--- src/rtl/rc_pkg.sv ---
// Package rc_pkg
// Shared types for the rate converter: the two phases of the transfer loop.
package rc_pkg;
    typedef enum logic {
        PH_ACQ  = 1'b0,   // input port open
        PH_EMIT = 1'b1    // output port open
    } rc_phase_e;
endpackage

--- src/rtl/rc_sample_store.sv ---
// Module rc_sample_store
// Holds one sample. It loads on request and is cleared by synchronous reset.
// Assumes load is already qualified with a completed input transfer.
module rc_sample_store #(
    parameter int DATA_W = 16
) (
    input  logic              clk,
    input  logic              rst_n,
    input  logic              load,
    input  logic [DATA_W-1:0] d,
    output logic [DATA_W-1:0] q
);
    // Capture the incoming sample on each accepted transfer.
    always_ff @(posedge clk) begin
        if (!rst_n)    q <= '0;
        else if (load) q <= d;
    end
endmodule

--- src/rtl/rc_phase_ctrl.sv ---
// Module rc_phase_ctrl
// Alternates between an acquisition burst of ACQ_LEN input transfers and an
// emission burst of EMIT_LEN output transfers. One counter serves both bursts.
// Assumes both lengths are at least 1 and that each fire is already qualified.
module rc_phase_ctrl
    import rc_pkg::*;
#(
    parameter int ACQ_LEN    = 1,
    parameter int EMIT_LEN   = 5,
    parameter bit START_EMIT = 1'b1
) (
    input  logic clk,
    input  logic rst_n,
    input  logic acq_fire,
    input  logic emit_fire,
    output logic acq_open,
    output logic emit_open
);
    localparam int MAX_LEN = (ACQ_LEN > EMIT_LEN) ? ACQ_LEN : EMIT_LEN;
    localparam int CNT_W   = $clog2(MAX_LEN + 1);
    localparam logic [CNT_W-1:0] ACQ_LAST  = CNT_W'(ACQ_LEN - 1);
    localparam logic [CNT_W-1:0] EMIT_LAST = CNT_W'(EMIT_LEN - 1);

    rc_phase_e        phase;
    logic [CNT_W-1:0] cnt;

    // Advance the burst counter and switch phase at the end of each burst.
    always_ff @(posedge clk) begin
        if (!rst_n) begin
            phase <= START_EMIT ? PH_EMIT : PH_ACQ;
            cnt   <= '0;
        end else begin
            unique case (phase)
                PH_ACQ: if (acq_fire) begin
                    if (cnt == ACQ_LAST) begin
                        phase <= PH_EMIT;
                        cnt   <= '0;
                    end else begin
                        cnt <= cnt + 1'b1;
                    end
                end
                PH_EMIT: if (emit_fire) begin
                    if (cnt == EMIT_LAST) begin
                        phase <= PH_ACQ;
                        cnt   <= '0;
                    end else begin
                        cnt <= cnt + 1'b1;
                    end
                end
                default: phase <= PH_ACQ;
            endcase
        end
    end

    // Each port is open only during its own phase.
    always_comb begin
        acq_open  = (phase == PH_ACQ);
        emit_open = (phase == PH_EMIT);
    end

    // The counter never goes past the last position of the current burst.
    assert_cnt_bound_R2: assert property (@(posedge clk) disable iff (!rst_n)
        ((phase == PH_ACQ) ? (cnt <= ACQ_LAST) : (cnt <= EMIT_LAST)));
endmodule

--- src/rtl/rate_converter.sv ---
// Module rate_converter
// Fixed-ratio sample-rate converter between two valid/ready channels.
// INTERP=1: each stored sample is emitted RATIO times, then one input is taken.
// INTERP=0: RATIO inputs are taken into one register, then the last is emitted.
// Assumes RATIO >= 1. Reset is synchronous and active low.
module rate_converter #(
    parameter int DATA_W = 16,
    parameter int RATIO  = 5,
    parameter bit INTERP = 1'b1
) (
    input  logic              clk,
    input  logic              rst_n,
    input  logic              in_valid,
    output logic              in_ready,
    input  logic [DATA_W-1:0] in_data,
    output logic              out_valid,
    input  logic              out_ready,
    output logic [DATA_W-1:0] out_data
);
    localparam int ACQ_LEN  = INTERP ? 1 : RATIO;
    localparam int EMIT_LEN = INTERP ? RATIO : 1;

    logic in_fire, out_fire;

    // Qualify transfers on both ports.
    always_comb begin
        in_fire  = in_valid & in_ready;
        out_fire = out_valid & out_ready;
    end

    rc_phase_ctrl #(
        .ACQ_LEN   (ACQ_LEN),
        .EMIT_LEN  (EMIT_LEN),
        .START_EMIT(INTERP)
    ) u_ctrl (
        .clk      (clk),
        .rst_n    (rst_n),
        .acq_fire (in_fire),
        .emit_fire(out_fire),
        .acq_open (in_ready),
        .emit_open(out_valid)
    );

    rc_sample_store #(.DATA_W(DATA_W)) u_store (
        .clk  (clk),
        .rst_n(rst_n),
        .load (in_fire),
        .d    (in_data),
        .q    (out_data)
    );

    // A stalled output is held stable.
    assert_out_hold_R6: assert property (@(posedge clk) disable iff (!rst_n)
        (out_valid && !out_ready) |=> (out_valid && $stable(out_data)));

    // The two ports are never open together.
    assert_port_excl_R7: assert property (@(posedge clk) disable iff (!rst_n)
        !(in_ready && out_valid));

    // The stored sample moves only on an input transfer.
    assert_store_quiet_R8: assert property (@(posedge clk) disable iff (!rst_n)
        !(in_valid && in_ready) |=> $stable(out_data));

    generate
        if (INTERP) begin : g_up
            // One input transfer reopens the output port.
            assert_acq_single_R3: assert property (@(posedge clk) disable iff (!rst_n)
                (in_valid && in_ready) |=> (out_valid && !in_ready));
        end else begin : g_down
            // One output transfer reopens the input port.
            assert_emit_single_R5: assert property (@(posedge clk) disable iff (!rst_n)
                (out_valid && out_ready) |=> (in_ready && !out_valid));
        end
    endgenerate
endmodule

--- config.mk ---
export PLATFORM = sky130hd
export DESIGN_NAME = rate_converter
export DESIGN_NICKNAME = d
export VERILOG_FILES = /design/src/rtl/rc_pkg.sv /design/src/rtl/rc_sample_store.sv /design/src/rtl/rc_phase_ctrl.sv /design/src/rtl/rate_converter.sv
export SDC_FILE = /design/constraint.sdc
export NUM_CORES = 1
export LEC_CHECK = 0
export BUFFER_PORTS_ARGS = -buffer_cell sky130_fd_sc_hd__buf_2
export CAP_MARGIN = 0
export CORE_MARGIN = 2
export CORE_UTILIZATION = 35
export CTS_CLUSTER_SIZE = 10
export DETAILED_ROUTE_END_ITERATION = 10
export PLACE_DENSITY_LB_ADDON = 0.2
export SYNTH_ARGS = -nofsm -noshare
export SYNTH_HDL_FRONTEND = slang
export SYNTH_HIERARCHICAL = 1
export SYNTH_SLANG_ARGS = --single-unit
--- constraint.sdc ---
create_clock -name clk -period 1.85 [get_ports clk]
set_clock_uncertainty 0.15 [all_clocks]
set_input_delay 0.185 -clock clk [delete_from_list [all_inputs] [get_ports clk]]
set_output_delay 0.185 -clock clk [all_outputs]
set_load 0.05 [all_outputs]
======== Yosys cells after proc, flatten, opt, wreduce, memory -nomap -nowiden ========
Cells that the tools add are included.
operators by class
  reductions and logical operators ........ 2
  muxes and demuxes ....................... 10
  add/subtract/negate cells ............... 1
  bitwise operators ....................... 3
  equal/unequal tests ..................... 3
operators with widths
  kind                                                              number
  3-bit 2-to-1 mux                                                  4
  3-bit one-hot mux with 2 select lines                             1
  1-bit 2-to-1 mux                                                  4
  3-bit by 1-bit adder with 3-bit output (second input constant)    1
  3-bit == test (second input constant)                             1
  3-bit logical NOT                                                 1
  1-bit AND                                                         2
  2-bit by 1-bit != test with 1-bit output (second input constant)  1
  2-bit != test (second input constant)                             1
  1-bit one-hot mux with 2 select lines                             1
  2-bit AND reduction                                               1
  1-bit NOT                                                         1
word-level totals
  register bits after elaboration ......... 20
  logic and storage cells ................. 22

======== Longest topological paths before layout ========
  depth in word-level cells ............... 4
  mapped depth ............................ 7
  gate-level depth less buffers ........... 5

======== Hierarchy ========
Netlist, hierarchy kept.
by module, submodules not included
  module           cells each  area an instance (µm²)  times used
  rc_sample_store  51          615.6                   1
  rc_phase_ctrl    27          240.2                   1
  rate_converter   2           12.5                    1

======== Worst setup path before layout ========
Ideal clock, no wire load.
  path type ............................... reg2reg
  from .................................... register u_ctrl.phase (netlist: u_ctrl/emit_open)
  to ...................................... register u_ctrl.cnt[1]
  setup time .............................. 114 ps
  slack ................................... -203 ps
  stages on the path, launching flop included .. 7
  data arrival time ....................... 1,788 ps
  period minus slack after synthesis ...... 2,053 ps
  required time ........................... 1,586 ps
  path through ............................ dfxtp_1 -> buf_6 -> inv_1 -> and2_1 -> mux2i_2 -> mux2i_1 -> nor2_1
between the ends
  longest elaborated chain between the ends .. 4
  elaborated cells on any way between the ends .. 7
  classes of those cells .................. eq/ne: 2; mux: 1; bitwise: 3; reduce/logical: 1
RTL lines
  what                                                       line                  RTL
  start: declaration                                         rc_phase_ctrl.sv:24   rc_phase_e phase;
  start signal: assignment                                   rc_phase_ctrl.sv:30   phase <= START_EMIT ? PH_EMIT : PH_ACQ;
  1-bit NOT                                                  rc_phase_ctrl.sv:57   acq_open = (phase == PH_ACQ);
  net in_ready                                               rate_converter.sv:14  output logic in_ready,
  1-bit AND                                                  rate_converter.sv:27  in_fire = in_valid & in_ready;
  net in_fire                                                rate_converter.sv:23  logic in_fire, out_fire;
  2-bit by 1-bit != test with 1-bit output (no source line)  --
  2-bit AND reduction (no source line)                       --
  end signal: assignment                                     rc_phase_ctrl.sv:39   cnt <= cnt + 1'b1;
  end signal: assignment                                     rc_phase_ctrl.sv:47   cnt <= cnt + 1'b1;
  end: declaration                                           rc_phase_ctrl.sv:25   logic [CNT_W-1:0] cnt;
The timed path passes the listed nets, and every way through them passes these cells.
A chain may end at the register's enable or synchronous reset.

======== Worst setup path in the final report ========
  from .................................... register u_ctrl.phase (netlist: u_ctrl/emit_open)
  to ...................................... register u_ctrl.cnt[1]
between the ends
  longest elaborated chain between the ends .. 4
  elaborated cells on any way between the ends .. 7
  classes of those cells .................. eq/ne: 2; mux: 1; bitwise: 3; reduce/logical: 1
RTL lines
  what                                                       line
  1-bit NOT                                                  rc_phase_ctrl.sv:57
  1-bit AND                                                  rate_converter.sv:27
  net in_fire                                                rate_converter.sv:23
  2-bit by 1-bit != test with 1-bit output (no source line)  --
  2-bit AND reduction (no source line)                       --
The timed path passes the listed nets, and every way through them passes these cells.

==> results_dict.tcl <==
set metrics [dict create \
    power_density_nw_per_um2 624 \
    synth_area_um2 868 \
    r2r_slack_ps 330 \
    dr.pass1.iters 4 \
    grt-ovfl-total 0 \
    synthFlopType "dfxtp_1" \
    port_buffers 37 \
    h-tree-depth 1 \
    setup-tns-final_ps 0 \
    cp_data_required_time_ps 1890 \
    gp_congestion 0.695 \
    synth_edf_count 0 \
    finalHoldViolations 0 \
    grt_usage 0.118 \
    synthCells 80 \
    synthesis.nets 102 \
    synthArstFlopShare 0 \
    start_util 0.360 \
    whs_ps 7.40 \
    synth_top_area_share 0.461 \
    final.period_utilization 0.820 \
    wl_um 1670 \
    critPathKind "flip-flop to flip-flop" \
    crit_chain "clkinvlp_4, and2_1, mux2i_2, mux2i_1, nor2_1" \
    final-max-slew-violation-count 0 \
    yosysSeqAreaShare 0.461 \
    coreArea_um2 2410 \
    first_iter_violations 6 \
    grt_use_met2 0.193 \
    antennaDiodeCount 0 \
    worst_path_max_delay_cell "dfxtp_4" \
    fin_crit_ps 1520 \
    ctsResizeCount 0 \
    busiest_layer "met2" \
    io_pins 38 \
    cts-buffers-inserted 3 \
    use_met1 0.144 \
    grt_use_met3 0.0250 \
    synthTopCellsByCount "dfxtp_1 (20), mux2i_1 (17), nor2b_1 (16)" \
    drc 0 \
    regArea_um2 404 \
    synth_top_area_cell "dfxtp_1" \
    rsz0062_at_grt "no" \
    slowest_delay_ps 430 \
    leakagePower_nw 0.524 \
    synthToLayoutAreaGrowth_pct 41.2 \
    drive_gt1_frac 0.351 \
    vias 693 \
    multi_input_area_um2 403 \
    setup_viol 0 \
    cts.path.max_buffers 2 \
    outcome "completed" \
    worstMarginPinSlew_ps 342 \
    drt-wirelength-per-cell_um 10.4 \
    critPathLaunchType "flip-flop" \
    antenna_left 0 \
    cp.depth 5 \
    clock_sinks 20 \
    ctsHoldBuffers 13 \
    p_total_mw 0.766 \
    rows 18 \
    crit_arrival_ps 1560 \
    clock.fmax_mhz 659 \
    grt_pass1_wl_um 2450 \
    cap_violations 0 \
    grt_pass1_vias 576 \
    yosysWarningCount 6 \
    antenna_found_initial 0 \
    place_hpwl_um 1170 \
    fp.dieArea_um2 2900 \
    cpLargestDelayFamily "multiplexers" \
    cts_tree "done" \
    final_core_util 0.509 \
    avgViaCountPerCell 4.30 \
    min_path_cells 3 \
    irDropWorstVdd_mv 0.323 \
    crit_buf_inv 1 \
    grt_max_degree 20 \
    hold_class "input port to flip-flop" \
    clock_latency_ps 290 \
    reg2reg_depth 5 \
    die_h_um 53.8 \
    yosysMostFrequentCell "dfxtp_1" \
    fillers 229 \
    worstSetupEndpointType "flip-flop" \
    synth_area_leaders "dfxtp_1 (46%), mux2i_1 (20%), nor2b_1 (12%)" \
    die_width_um 53.8 \
    cts_root_buffer "clkbuf_4" \
    clk_pin_slew_ps 110 \
    post-cts-setup-buffers 0 \
    yosys.cell_types.count 21 \
    avgSynthCellArea_um2 10.9 \
    layout.nets 154 \
    slew_headroom 0.768 \
    worstPathMaxFanout 9 \
    ys_ff_latch 20 \
]
==> worst min-delay path, stage by stage <==
cell     delay [ps]
buf_2            70
mux2i_1          50
nor2b_1         100
==> sequential cells by signal, summed over array words and instances, names as in the netlist <==
register / flops
u_ctrl/emit_open: 1
u_ctrl/cnt: 3
u_store/q: 16
==> final timing paths <==
check | start | to
max | u_ctrl/emit_open | u_ctrl/cnt[1]
min | in_data[6] | u_store/q[6]
max reg2reg | u_ctrl/emit_open | u_ctrl/cnt[1]
min reg2reg | u_ctrl/cnt[0] | u_ctrl/cnt[0]
==> where the power goes <==
part	switching [mW]	leakage (nW)	internal, mW
Combinational	0.0312	0.341	0.0501
Sequential	0.00407	0.161	0.433
Clock	0.127	0.0210	0.120
Total	0.162	0.524	0.603
==> cell families (layout without fill, tap and decap cells) <==
family	Yosys count	after routing	synth area share
and+or+nand+nor	21	21	0.143
adders and majority gates	2	2	0.0288
DFF	20	20	0.461
muxes	18	18	0.212
AOI/OAI and AO/OA	9	9	0.0706
xor gates and xnor gates	1	1	0.0101
buffers and inverters	9	60	0.0749
==> per-stage QoR <==
stage	setup WS, ps	std cells	cell area, µm²
after floorplan	5.92	80	876
after global placement	440	144	1060
after detailed placement	339	144	1060
after CTS	312	161	1230
after global routing	237	161	1230
final	333	161	1230
==> layer usage <==
metal | vias to the layer above | part of all wire
met5 | - | 0
met4 | 0 | 0.0060
met3 | 2 | 0.053
met2 | 21 | 0.48
met1 | 303 | 0.46
li1 | 367 | -
==> final cells by class <==
class / count / area share
Tap cell: 30 / 0.0306
Multi-Input combinational cell: 51 / 0.329
Sequential cell: 20 / 0.330
Timing Repair Buffer: 51 / 0.263
Inverter: 5 / 0.0184
Clock buffer: 4 / 0.0296
==> placed cells by master (no fill, tap or decap), drive strengths merged <==
master	Yosys	routed
a21oi	3	3
nor2b	16	16
ha	2	2
nor2	1	1
clkbuf	1	4
and2	2	2
xnor2	1	1
a21boi	1	1
mux2i	18	18
dfxtp	20	20
buf	3	38
dlygate4sd3	0	13
clkinvlp	0	1
a211o	1	1
o21ai	2	2
inv	5	4
o41ai	1	1
nand2	2	2
o211ai	1	1
Note: power is estimated with default switching activity, not from simulation.
